$ cat config.mk
export PLATFORM = sky130hd
export DESIGN_NAME = burst_col_seq
export DESIGN_NICKNAME = d
export VERILOG_FILES = /design/src/rtl/bcs_pkg.sv /design/src/rtl/bcs_len_dec.sv /design/src/rtl/bcs_lane.sv /design/src/rtl/burst_col_seq.sv
export SDC_FILE = /design/constraint.sdc
export NUM_CORES = 1
export LEC_CHECK = 0
export ABC_AREA = 1
export ABC_CLOCK_PERIOD_IN_PS = 1840
export BUFFER_PORTS_ARGS = -buffer_cell sky130_fd_sc_hd__buf_2
export CORE_AREA = 2 2 101 103
export DETAILED_ROUTE_END_ITERATION = 10
export DIE_AREA = 0 0 103 105
export PLACE_DENSITY = 0.49
export SLEW_MARGIN = 20
export SYNTH_ARGS = -nofsm -noshare
export SYNTH_HDL_FRONTEND = slang
export SYNTH_HIERARCHICAL = 1
export SYNTH_SLANG_ARGS = --single-unit
$ cat constraint.sdc
create_clock -name clk -period 1.84 [get_ports clk]
set_input_delay 0.092 -clock clk [delete_from_list [all_inputs] [get_ports clk]]
set_output_delay 0.092 -clock clk [all_outputs]
set_load 0.01 [all_outputs]
$ cat src/rtl/bcs_pkg.sv
package bcs_pkg;
    typedef enum logic {
        ORD_SEQ   = 1'b0,
        ORD_INTLV = 1'b1
    } order_e;
endpackage

$ cat src/rtl/bcs_len_dec.sv
module bcs_len_dec #(
    parameter int BL_MAX = 16,
    localparam int LOG_MAX = $clog2(BL_MAX),
    localparam int LEN_W = LOG_MAX + 1
) (
    input  logic [2:0]       code,
    output logic [LEN_W-1:0] len,
    output logic             ok
);
    always_comb begin
        ok  = (code != 3'd0) && (int'(code) <= LOG_MAX);
        len = ok ? LEN_W'(1) << code : '0;
    end
endmodule

$ cat src/rtl/bcs_lane.sv
module bcs_lane
    import bcs_pkg::*;
#(
    parameter int COL_W = 10,
    parameter int LEN_W = 5
) (
    input  logic [COL_W-1:0] base,
    input  logic [LEN_W-1:0] len,
    input  logic [LEN_W-1:0] beat,
    input  order_e           order,
    output logic [COL_W-1:0] col
);
    logic [COL_W-1:0] mask;
    logic [COL_W-1:0] step;
    logic [COL_W-1:0] wrap_col;
    logic [COL_W-1:0] xor_col;

    always_comb begin
        mask     = COL_W'(len) - COL_W'(1);
        step     = COL_W'(beat);
        wrap_col = (base & ~mask) | ((base + step) & mask);
        xor_col  = base ^ step;
        col      = (order == ORD_INTLV) ? xor_col : wrap_col;
    end
endmodule

$ cat src/rtl/burst_col_seq.sv
module burst_col_seq
    import bcs_pkg::*;
#(
    parameter int COL_W = 10,
    parameter int BL_MAX = 16,
    localparam int IDX_W = $clog2(BL_MAX),
    localparam int LEN_W = IDX_W + 1
) (
    input  logic             clk,
    input  logic             rst_n,
    input  logic             cmd_start,
    input  logic [COL_W-1:0] start_col,
    input  logic [2:0]       len_code,
    input  logic             order_sel,
    input  logic             cmd_stop,
    output logic             busy,
    output logic [COL_W-1:0] col_even,
    output logic [COL_W-1:0] col_odd,
    output logic [IDX_W-1:0] beat_idx,
    output logic             last_pair,
    output logic             len_err
);
    typedef struct packed {
        logic             run;
        logic [COL_W-1:0] base;
        logic [LEN_W-1:0] len;
        logic [LEN_W-1:0] beat;
        order_e           order;
        logic             err;
    } state_t;

    state_t st_d, st_q;

    logic [LEN_W-1:0] dec_len;
    logic             dec_ok;
    logic             at_end;
    logic [COL_W-1:0] lane_col [2];

    bcs_len_dec #(.BL_MAX(BL_MAX)) u_dec (
        .code (len_code),
        .len  (dec_len),
        .ok   (dec_ok)
    );

    for (genvar g = 0; g < 2; g++) begin : g_lane
        bcs_lane #(.COL_W(COL_W), .LEN_W(LEN_W)) u_lane (
            .base  (st_q.base),
            .len   (st_q.len),
            .beat  (st_q.beat + LEN_W'(g)),
            .order (st_q.order),
            .col   (lane_col[g])
        );
    end

    assign at_end = st_q.run && ((st_q.beat + LEN_W'(2)) == st_q.len);

    always_comb begin
        st_d     = st_q;
        st_d.err = cmd_start && !dec_ok;
        if (cmd_start && dec_ok) begin
            st_d.run   = 1'b1;
            st_d.base  = start_col;
            st_d.len   = dec_len;
            st_d.beat  = '0;
            st_d.order = order_e'(order_sel);
        end else if (cmd_stop || at_end) begin
            st_d.run  = 1'b0;
            st_d.beat = '0;
        end else if (st_q.run) begin
            st_d.beat = st_q.beat + LEN_W'(2);
        end
    end

    always_ff @(posedge clk) begin
        if (!rst_n) begin
            st_q <= '{run: 1'b0, base: '0, len: '0, beat: '0,
                      order: ORD_SEQ, err: 1'b0};
        end else begin
            st_q <= st_d;
        end
    end

    assign busy      = st_q.run;
    assign col_even  = st_q.run ? lane_col[0] : '0;
    assign col_odd   = st_q.run ? lane_col[1] : '0;
    assign beat_idx  = st_q.run ? st_q.beat[IDX_W-1:0] : '0;
    assign last_pair = at_end;
    assign len_err   = st_q.err;
endmodule

==> metrics.txt <==
detailed-route DRC error count 0; syn_area_per_cell between 5 and 6 sq um; Initial DRT Pass Iterations 4; GR met1 Demand/Resource between 10% and 20%; Inserted Clock Buffers 3; Root Buffer clkbuf_8; Cells after Synth around 410; Die ar. 0.01082 sq mm; clock sink count 22; layout cells sized above 1 about 31%; Place WS ~47 ps; # H-tree levels 1; Hold Crit Class input port to register; P&R area growth vs syn 36.80%; endpoints failing setup 7; leakage roughly 1.8 nW; wire length per cell ~11 um; PnR worst setup slack -71.25 ps; Max rail drop VDD between 0.2 and 0.25 mV; 1st-iter DRT viols 73; top_reg_cell synth dfxtp_1; placed insts between 500 and 600; vias in the first global route roughly 2300; Synth async-reset ratio 0%; met3 Use GR roughly 1.3%; Setup Crit Path Kind register to primary output; Synth top area share 19.87%; Die Y between 100 and 150 um; fin. max-slew vios 0; routed wire length between 6 and 7 mm; # IOs 45; Port-buffer cells 43; Setup crit end kind primary output; Worst-Skew Late Latency between 200 and 300 ps; register area share after synthesis around 19%; CTS tree built; clock buffer depth 2; DP HPWL ~5.2 mm; Vias/cell roughly 4.2; hold path startpoint cmd_start; Starting Density approximately 25%; Max Cap Violations 0; Hold Slack 51.68 ps; Final Wtd Congestion a little under 0.9; clock skew around 6.7 ps; Yosys warning total 6; remaining antenna violation count 0; failing checks negative setup slack; busiest grt layer met2; Die X 103 um; grt ovf 0; largest area contributor in the netlist nand2_1; CP Data Arrival Time about 1800 ps; GRT met2 Usage just under 20%; Total Power between 1 and 1.5 mW; startpoint types register; # diodes 0; reg2reg start st_q[4]$_SDFFE_PP0P_; initial antenna violation count 0; Crit. Startpoint st_q[12]$_SDFFE_PN0P_; commonest cells in the synthesized netlist nand2_1 (126), inv_1 (84), nor2_1 (45); largest net degree at the start of global routing 32; final worst-path cycle share 103.9%; RSZ-0062 raised after global routing yes; f_max about 520 MHz; EDFF count, synth 0; Total Routing Usage GR between 10 and 15%; Max FO, Critical Path 4; synth top area cells nand2_1 (20%), dfxtp_1 (19%), inv_1 (13%), ha_1 (7.9%), nand3_1 (7.2%); Finished Layout Cells just over 600; FP Rows 36; Yosys cell types 27; hold buffers post-CTS 0; first-pass GRT wire length 10.86 mm; clock slew at reported path FFs around 80 ps; minimum clock period about 1900 ps; Nets just over 500; most numerous cell in the Yosys netlist nand2_1; Via Count between 2000 and 3000; mapped cell area between 0.002 and 0.0025 sq mm; core area 0.009639 sq mm; status finished, violations left; final hold vios 0; PwrDens about 440 mW/mm^2; WP data required between 1500 and 2000 ps; #FFs+latches synth 22
-- per-layer routing --
metal	part of all wire, %	wire length (um)	up-vias
li1	-	-	1378
met1	50	3302	1126
met2	45	3009	39
met4	0.54	36	0
met5	0	0	-
met3	4.3	286	4
-- sequential cells by signal, indices dropped and copies added, names as in the netlist --
| signal | flops |
|---|---|
| st_q | 20 |
| busy | 1 |
| len_err | 1 |
-- layout make-up --
| type | count | area (sq um) |
|---|---|---|
| clock buffers | 4 | 55.05 |
| repair buffers | 65 | 406.6 |
| inverters | 87 | 326.6 |
| fillers | 1083 | 6384 |
| well taps | 133 | 166.4 |
| multi-input cells | 297 | 1823 |
| flip-flops and latches | 22 | 478.0 |
-- worst max-delay path, stage by stage, from the launching register on --
cell and delay, ps:
dfxtp_2 340, ha_4 160, fa_2 350, nand2_2 90
nand2_2 60, nand3_2 80, nand2_4 70, nand3_2 60
nand2_2 40, nand2_1 50, inv_1 40, nand2_1 60
inv_1 40, buf_2 120
-- worst paths after layout --
check | cells after the start | slack [ps] | endpoint
max | 13 | -70 | col_odd[8]
min | 3 | 50 | len_err$_SDFF_PN0_
max reg2reg | 9 | 360 | st_q[4]$_SDFFE_PP0P_
min reg2reg | 2 | 560 | st_q[21]$_SDFFE_PN0P_
-- placed cells by master, fill, tap and decap left out, types with 6 or more instances in the layout --
cell       n
nand3_2   10
dfxtp_1    8
nor2_1    44
inv_2      6
nand2_1  109
o21ai_0   18
nand2_2   20
dfxtp_2    6
nand4_1    8
buf_4     20
buf_2     40
dfxtp_4    8
nand3_1   26
inv_1     81
ha_4       9
-- report_power, final --
group	internal [mW]	switching, mW
clock network	0.191	0.167
registers	0.500	0.0604
logic	0.224	0.292
-- what timing repair did --
item                       CTS  global route
gates cloned                 0             0
gates resized for setup     43            42
pin swaps                   14            30
setup buffers                4             3
setup endpoints to repair   17            20
-- through the flow --
stage / area, sq um / utilization [%] / TNS, ps
floorplan: 2384 / - / 0
global placement: 2826 / 29.32 / 0
detailed placement: 2826 / 29.32 / 0
CTS: 3098 / 32.14 / -370.6
global route: 3256 / 33.77 / -1852
finish: 3256 / 33.77 / -295.2
-- cells by family after synthesis --
group / Yosys count / synth area share [%]
flip-flops: 22 / 18.51
XOR/XNOR: 5 / 1.841
multiplexers: 3 / 1.262
other: 2 / 0.3156
AND/OR/NAND/NOR: 240 / 46.53
adder cells (fa/ha/maj): 17 / 9.569
AO/OA/AOI/OAI: 29 / 6.099
buffers and inverters: 96 / 15.88
Power figures use the tool's default switching activity.
